==> src/rtl/lcd_sync_pkg.sv <==
package lcd_sync_pkg;

  localparam int HACT_W  = 7;
  localparam int HBLK_W  = 5;
  localparam int HFINE_W = 4;
  localparam int HSOFS_W = 5;
  localparam int HSLEN_W = 5;
  localparam int VFLD_W  = 9;
  localparam int VSLEN_W = 7;
  localparam int SEL_W   = 2;

  typedef struct packed {
    logic [HACT_W-1:0]  h_width;
    logic [HBLK_W-1:0]  h_blank;
    logic [HFINE_W-1:0] h_fine;
    logic [HSOFS_W-1:0] h_sofs;
    logic [HSLEN_W-1:0] h_slen;
    logic               h_pol;
    logic [VFLD_W-1:0]  v_height;
    logic [VFLD_W-1:0]  v_blank;
    logic [VFLD_W-1:0]  v_sofs;
    logic [VSLEN_W-1:0] v_slen;
    logic               v_pol;
    logic               de_pol;
    logic [SEL_W-1:0]   clk_sel;
    logic               clk_inv;
  } lcd_cfg_t;

endpackage

==> src/rtl/lcd_pix_div.sv <==
module lcd_pix_div #(
  parameter int SEL_W = 2
) (
  input  logic             clk,
  input  logic             rst_n,
  input  logic             run,
  input  logic [SEL_W-1:0] sel,
  input  logic             inv,
  output logic             tick,
  output logic             pclk
);

  localparam int CNT_W = (1 << SEL_W) - 1;

  logic [CNT_W:0]   period;
  logic [CNT_W-1:0] per_m1;
  logic [CNT_W-1:0] per_half;
  logic [CNT_W-1:0] cnt_q, cnt_d;
  logic [CNT_W-1:0] half_q, half_d;
  logic             inv_q, inv_d;

  assign period   = (CNT_W+1)'(1) << sel;
  assign per_m1   = CNT_W'(period - 1'b1);
  assign per_half = CNT_W'(period >> 1);
  assign tick     = run && (cnt_q == '0);
  assign pclk     = (cnt_q < half_q) ^ inv_q;

  always_comb begin
    cnt_d  = cnt_q;
    half_d = half_q;
    inv_d  = inv_q;
    if (tick) begin
      cnt_d  = per_m1;
      half_d = per_half;
      inv_d  = inv;
    end else if (cnt_q != '0) begin
      cnt_d  = cnt_q - 1'b1;
    end
  end

  always_ff @(posedge clk or negedge rst_n) begin
    if (!rst_n) begin
      cnt_q  <= '0;
      half_q <= '0;
      inv_q  <= 1'b0;
    end else begin
      cnt_q  <= cnt_d;
      half_q <= half_d;
      inv_q  <= inv_d;
    end
  end

endmodule

==> src/rtl/lcd_axis_cnt.sv <==
module lcd_axis_cnt #(
  parameter int CW = 11
) (
  input  logic          clk,
  input  logic          rst_n,
  input  logic          adv,
  input  logic [CW:0]   act_len,
  input  logic [CW:0]   blank_len,
  input  logic [CW:0]   sync_ofs,
  input  logic [CW:0]   sync_len,
  output logic [CW-1:0] pos,
  output logic          at_end,
  output logic          in_act,
  output logic          in_sync
);

  localparam int SW = CW + 2;

  logic [SW-1:0] pos_w, total_m1, s_beg, s_end;
  logic [CW-1:0] pos_d;

  assign pos_w    = SW'(pos);
  assign total_m1 = SW'(act_len) + SW'(blank_len) - SW'(1);
  assign s_beg    = SW'(act_len) + SW'(sync_ofs);
  assign s_end    = s_beg + SW'(sync_len);
  assign at_end   = (pos_w == total_m1);
  assign in_act   = (pos_w < SW'(act_len));
  assign in_sync  = (pos_w >= s_beg) && (pos_w < s_end);

  always_comb begin
    pos_d = pos;
    if (adv) pos_d = at_end ? '0 : pos + 1'b1;
  end

  always_ff @(posedge clk or negedge rst_n) begin
    if (!rst_n) pos <= '0;
    else        pos <= pos_d;
  end

endmodule

==> src/rtl/lcd_sync_gen.sv <==
module lcd_sync_gen
  import lcd_sync_pkg::*;
#(
  parameter int H_CW = 11,
  parameter int V_CW = 10
) (
  input  logic               clk,
  input  logic               rst_n,
  input  logic               disp_on,
  input  logic [HACT_W-1:0]  cfg_h_width,
  input  logic [HBLK_W-1:0]  cfg_h_blank,
  input  logic [HFINE_W-1:0] cfg_h_fine,
  input  logic [HSOFS_W-1:0] cfg_h_sofs,
  input  logic [HSLEN_W-1:0] cfg_h_slen,
  input  logic               cfg_h_pol,
  input  logic [VFLD_W-1:0]  cfg_v_height,
  input  logic [VFLD_W-1:0]  cfg_v_blank,
  input  logic [VFLD_W-1:0]  cfg_v_sofs,
  input  logic [VSLEN_W-1:0] cfg_v_slen,
  input  logic               cfg_v_pol,
  input  logic               cfg_de_pol,
  input  logic [SEL_W-1:0]   cfg_clk_sel,
  input  logic               cfg_clk_inv,
  output logic               pix_ce_o,
  output logic               pclk_o,
  output logic               de_o,
  output logic               hs_o,
  output logic               vs_o,
  output logic [H_CW-1:0]    x_o,
  output logic [V_CW-1:0]    y_o
);

  localparam int HL = H_CW + 1;
  localparam int VL = V_CW + 1;

  lcd_cfg_t cfg_in, sh_q, sh_d;
  logic     prim_q, prim_d;
  logic     tick;

  logic [HL-1:0]   h_act_len, h_blank_len, h_sofs_len, h_slen_len;
  logic [VL-1:0]   v_act_len, v_blank_len, v_sofs_len, v_slen_len;
  logic [H_CW-1:0] h_pos;
  logic [V_CW-1:0] v_pos;
  logic            h_end, h_in_act, h_in_sync;
  logic            v_end, v_in_act, v_in_sync;

  logic            pce_q, pce_d;
  logic            de_q, de_d, hs_q, hs_d, vs_q, vs_d;
  logic            hp_q, hp_d, vp_q, vp_d, dp_q, dp_d;
  logic [H_CW-1:0] x_q, x_d;
  logic [V_CW-1:0] y_q, y_d;

  assign cfg_in = '{h_width: cfg_h_width, h_blank: cfg_h_blank, h_fine: cfg_h_fine,
                    h_sofs: cfg_h_sofs, h_slen: cfg_h_slen, h_pol: cfg_h_pol,
                    v_height: cfg_v_height, v_blank: cfg_v_blank, v_sofs: cfg_v_sofs,
                    v_slen: cfg_v_slen, v_pol: cfg_v_pol, de_pol: cfg_de_pol,
                    clk_sel: cfg_clk_sel, clk_inv: cfg_clk_inv};

  // lengths in pixels / lines, decoded from the shadow set
  always_comb begin
    h_act_len   = HL'((int'(sh_q.h_width) + 1) * 8);
    h_blank_len = HL'((int'(sh_q.h_blank) + 1) * 8 + ((int'(sh_q.h_fine) >> 1) + 1) * 2 + 2);
    h_sofs_len  = HL'((int'(sh_q.h_sofs) + 1) * 8);
    h_slen_len  = HL'((int'(sh_q.h_slen) + 1) * 8);
    v_act_len   = VL'(int'(sh_q.v_height) + 1);
    v_blank_len = VL'(int'(sh_q.v_blank) + 1);
    v_sofs_len  = VL'(int'(sh_q.v_sofs) + 1);
    v_slen_len  = VL'(int'(sh_q.v_slen) + 1);
  end

  lcd_pix_div #(.SEL_W(SEL_W)) u_div (
    .clk  (clk),
    .rst_n(rst_n),
    .run  (prim_q),
    .sel  (sh_q.clk_sel),
    .inv  (sh_q.clk_inv),
    .tick (tick),
    .pclk (pclk_o)
  );

  lcd_axis_cnt #(.CW(H_CW)) u_hcnt (
    .clk      (clk),
    .rst_n    (rst_n),
    .adv      (tick),
    .act_len  (h_act_len),
    .blank_len(h_blank_len),
    .sync_ofs (h_sofs_len),
    .sync_len (h_slen_len),
    .pos      (h_pos),
    .at_end   (h_end),
    .in_act   (h_in_act),
    .in_sync  (h_in_sync)
  );

  lcd_axis_cnt #(.CW(V_CW)) u_vcnt (
    .clk      (clk),
    .rst_n    (rst_n),
    .adv      (tick && h_end),
    .act_len  (v_act_len),
    .blank_len(v_blank_len),
    .sync_ofs (v_sofs_len),
    .sync_len (v_slen_len),
    .pos      (v_pos),
    .at_end   (v_end),
    .in_act   (v_in_act),
    .in_sync  (v_in_sync)
  );

  always_comb begin
    prim_d = 1'b1;
    sh_d   = sh_q;
    if (!prim_q || (tick && h_end && v_end)) sh_d = cfg_in;

    pce_d = tick;
    de_d  = de_q;
    hs_d  = hs_q;
    vs_d  = vs_q;
    hp_d  = hp_q;
    vp_d  = vp_q;
    dp_d  = dp_q;
    x_d   = x_q;
    y_d   = y_q;
    if (tick) begin
      de_d = disp_on && h_in_act && v_in_act;
      hs_d = disp_on && h_in_sync;
      vs_d = disp_on && v_in_sync;
      hp_d = sh_q.h_pol;
      vp_d = sh_q.v_pol;
      dp_d = sh_q.de_pol;
      x_d  = h_in_act ? h_pos : '0;
      y_d  = v_in_act ? v_pos : '0;
    end
  end

  always_ff @(posedge clk or negedge rst_n) begin
    if (!rst_n) begin
      prim_q <= 1'b0;
      sh_q   <= '0;
      pce_q  <= 1'b0;
      de_q   <= 1'b0;
      hs_q   <= 1'b0;
      vs_q   <= 1'b0;
      hp_q   <= 1'b0;
      vp_q   <= 1'b0;
      dp_q   <= 1'b0;
      x_q    <= '0;
      y_q    <= '0;
    end else begin
      prim_q <= prim_d;
      sh_q   <= sh_d;
      pce_q  <= pce_d;
      de_q   <= de_d;
      hs_q   <= hs_d;
      vs_q   <= vs_d;
      hp_q   <= hp_d;
      vp_q   <= vp_d;
      dp_q   <= dp_d;
      x_q    <= x_d;
      y_q    <= y_d;
    end
  end

  assign pix_ce_o = pce_q;
  assign de_o     = de_q ^ dp_q;
  assign hs_o     = ~(hs_q ^ hp_q);
  assign vs_o     = ~(vs_q ^ vp_q);
  assign x_o      = x_q;
  assign y_o      = y_q;

endmodule

==> config.mk <==
export PLATFORM = sky130hd
export DESIGN_NAME = lcd_sync_gen
export DESIGN_NICKNAME = d
export VERILOG_FILES = /design/src/rtl/lcd_sync_pkg.sv /design/src/rtl/lcd_pix_div.sv /design/src/rtl/lcd_axis_cnt.sv /design/src/rtl/lcd_sync_gen.sv
export SDC_FILE = /design/constraint.sdc
export NUM_CORES = 1
export LEC_CHECK = 0
export CAP_MARGIN = 10
export CORE_MARGIN = 2
export CORE_UTILIZATION = 50
export CTS_BUF_LIST = sky130_fd_sc_hd__clkbuf_4 sky130_fd_sc_hd__clkbuf_8
export DETAILED_ROUTE_END_ITERATION = 12
export DONT_BUFFER_PORTS = 1
export GPL_TIMING_DRIVEN = 0
export MAX_ROUTING_LAYER = met4
export SYNTH_ARGS = -nofsm -noshare
export SYNTH_HDL_FRONTEND = slang
export SYNTH_SLANG_ARGS = --single-unit
==> constraint.sdc <==
create_clock -name clk -period 11 [get_ports clk]
set_clock_uncertainty 0.1 [all_clocks]
set_input_delay 0 -clock clk [delete_from_list [all_inputs] [get_ports clk]]
set_output_delay 0 -clock clk [all_outputs]
set_load 0.005 [all_outputs]
==> flow_summary.json <==
{
  "cp_max_fo": 10,
  "post-cts-setup-buffers": 0,
  "diodes": 0,
  "globalplace.congestion": 0.851,
  "grt_max_degree": 123,
  "syn_inst": 974,
  "wl_per_cell_um": 16.5,
  "violations": "DRC",
  "area_delta_synth_final_pct": 15.2,
  "drtIter0Drc": 411,
  "cp.arrival_ns": 5.55,
  "nets": 1250,
  "post_cts_resized": 0,
  "p_seq_share_pct": 30.0,
  "rsz0062_at_grt": "no",
  "yosysWarnings": 0,
  "mostFrequentLayoutCells": "122 x dfrtp_1, 113 x ha_1, 93 x nand2_1",
  "worstRegToRegCells": 18,
  "swShare_pct": 38.9,
  "rr_endpoint": "sh_q[4]",
  "grt_usage_pct": 23.5,
  "die_w_um": 140,
  "syn_nets": 1163,
  "endpoint": "sh_q[4]",
  "path_cells": "ha_1 -> nand3_1 -> xnor2_1 -> ha_1 -> ha_1 -> buf_2 -> a21o_1 -> a31oi_1 -> a211oi_1 -> a311oi_1 -> mux2i_1 -> o41ai_1 -> a2111oi_4 -> nand2_1 -> o21ai_1 -> buf_4 -> buf_6 -> mux2_1",
  "pwr-share-clk_pct": 23.0,
  "start_util_pct": 51.3,
  "synth_top_cell_area_share_pct": 32.9,
  "synth_edf_count": 0,
  "outcome": "finished with violations",
  "ys_ff_latch": 122,
  "coreArea_sq_mm": 0.0181,
  "tritoncts": "built",
  "hold_violations": 0,
  "ios": 95,
  "antenna_left": 0,
  "synth_area_per_cell_sq_um": 9.52,
  "maxCapViolCount": 0,
  "seq_area_frac_synth_pct": 32.9,
  "power_density_mw_per_mm2": 177,
  "ys_async_sr_fraction_pct": 100,
  "intPower_mw": 1.16,
  "clk_latency_ns": 0.44,
  "grt_pass1_vias": 6814,
  "gr-total-overflow": 0,
  "layout_min_cycle_time_ns": 5.34,
  "clock-sinks": 122,
  "dieArea_sq_mm": 0.0196,
  "setup.worst_path.class": "flip-flop to flip-flop",
  "layout-drive-gt1-share_pct": 6.42,
  "drt_wl_total_um": 21500,
  "firstDrtPassIters": 10,
  "dp_hpwl_um": 16000,
  "io_buffer_count": 0,
  "tightest_slew_ns": 0.755,
  "htreeDepth": 4,
  "cp_slowest_stage_delay_ns": 0.58,
  "finalSetupViolCount": 0,
  "cts_buffers": 17,
  "die_h_um": 140,
  "synth_top_cell_by_area": "dfrtp_1",
  "maxSlewViolCount": 0,
  "ys_types": 65,
  "combPwrFrac_pct": 47.0,
  "path_depth": 18,
  "fin_setup_tns_ns": 0,
  "clockBufferDepth": 2,
  "r2r-start": "sh_q[59]",
  "vdd_ir_drop_max_v": 0.000103,
  "startpoint": "sh_q[59]",
  "grt_first_pass_wirelength_um": 35600,
  "fill_cells": 1623,
  "critPathLaunchType": "flip-flop",
  "regToRegSetupSlack_ns": 5.66,
  "slowest_stage": "a2111oi_4",
  "end_kind": "flip-flop",
  "antenna_found_initial": 0,
  "max_freq_mhz": 187,
  "synth_ff_type": "dfrtp_1",
  "syn-cell-area_sq_mm": 0.00927,
  "required_ns": 11.22,
  "rows": 49,
  "p_leak_nw": 4.96,
  "finalCritPeriodShare_pct": 48.5,
  "p_sw_mw": 0.737,
  "cpLargestDelayFamily": "compound AO/OA/AOI/OAI gates",
  "worst-path-buf-inv": 3,
  "synthTopCellsByArea": "dfrtp_1 33%, ha_1 15%, xnor2_1 6.1%",
  "crit_path_frequent_cell": "ha_1",
  "fin_hold_ws_ns": 0.0101,
  "via_per_inst": 5.45,
  "mostFrequentLayoutCell": "dfrtp_1",
  "clk_pin_slew_ns": 0.08,
  "root_buffer": "clkbuf_8",
  "drc": 10,
  "slew_headroom_pct": 49.5,
  "vias": 7096,
  "hold_buffers": 68,
  "min_path_type": "primary input to async pin"
}
## Yosys cell counts (6+ instances only)
library cell / number
a211oi_1: 6
a21o_1: 27
a21oi_1: 48
a22oi_1: 8
and2_1: 10
and3_1: 6
clkbuf_1: 14
dfrtp_1: 122
fa_1: 7
ha_1: 113
inv_1: 70
mux2_1: 50
mux2_2: 16
nand2_1: 93
nand2b_1: 18
nand3_1: 30
nand4_1: 6
nor2_1: 43
nor2b_1: 10
nor3_1: 17
o21a_1: 6
o21ai_0: 55
o21bai_1: 7
o31ai_1: 15
or2_2: 7
xnor2_1: 65
xor2_1: 29
## registers in the layout, indices dropped and copies added, names as in the netlist, 3 cells and up
signal,count
u_div.half_q,3
y_o,10
sh_q,65
u_div.cnt_q,3
x_o,11
u_vcnt.pos,10
u_hcnt.pos,11
## through the flow
stage          setup WS, ns  instances  cell area, sq um  power (mW)  utilization (%)
2_1_floorplan          6.58        974              9270        1.27                -
3_3_place_gp           5.61       1203              9560        1.42             52.8
3_5_place_dp           5.64       1203              9560        1.43             52.8
4_1_cts                5.60       1303             10700        1.91             59.1
5_1_grt                5.28       1303             10700        2.07             59.1
6_report               5.66       1303             10700        1.89             59.1
## area by class of cell
type                            instances  area [sq um]  area share [%]
Multi-Input combinational cell        756          5810            54.4
Sequential cell                       122          3050            28.6
Timing Repair Buffer                   68           698            6.54
Tap cell                              229           287            2.68
Clock buffer                           21           283            2.65
Inverter                               70           263            2.46
Clock inverter                         11           144            1.35
Buffer                                 26           144            1.35
## cells by family after synthesis
| logic type | share of synthesized area (%) |
|---|---|
| AOI/OAI and AO/OA | 14.8 |
| xor gates and xnor gates | 9.62 |
| other | 0.0405 |
| buffers and inverters | 4.39 |
| and+or+nand+nor | 13.2 |
| muxes | 8.23 |
| DFF | 32.9 |
| adders and majority gates | 16.8 |
## power groups by stage
stage,Combinational (mW),Sequential [mW],Clock (mW)
after floorplan,0.710,0.555,0
after global placement,0.844,0.574,0
after detailed placement,0.859,0.576,0
after CTS,0.896,0.567,0.445
after global routing,1.03,0.576,0.464
final,0.891,0.567,0.435
## how the worst min path moves through the flow
stage | start | end | slack, ns | cells past startpoint
3_3_place_gp | rst_n | pix_ce_o | -0.39 | 0
5_1_grt | cfg_h_slen[1] | sh_q[41] | 0.09 | 2
4_1_cts | cfg_v_height[4] | sh_q[34] | 0.09 | 2
3_5_place_dp | rst_n | u_hcnt.pos[9] | -0.39 | 0
6_report | rst_n | sh_q[52] | 0.01 | 2
2_1_floorplan | rst_n | de_q | -0.40 | 0
## per-layer routing
layer  up-vias  routed length (um)  track usage (%)
li1       3613                   -                -
met1      3340               11100             33.6
met2       129                9250             34.8
met3        14                 969             4.68
met4         0                 191             4.68
met5         -                   0                -
(Power assumes the default switching activity.)
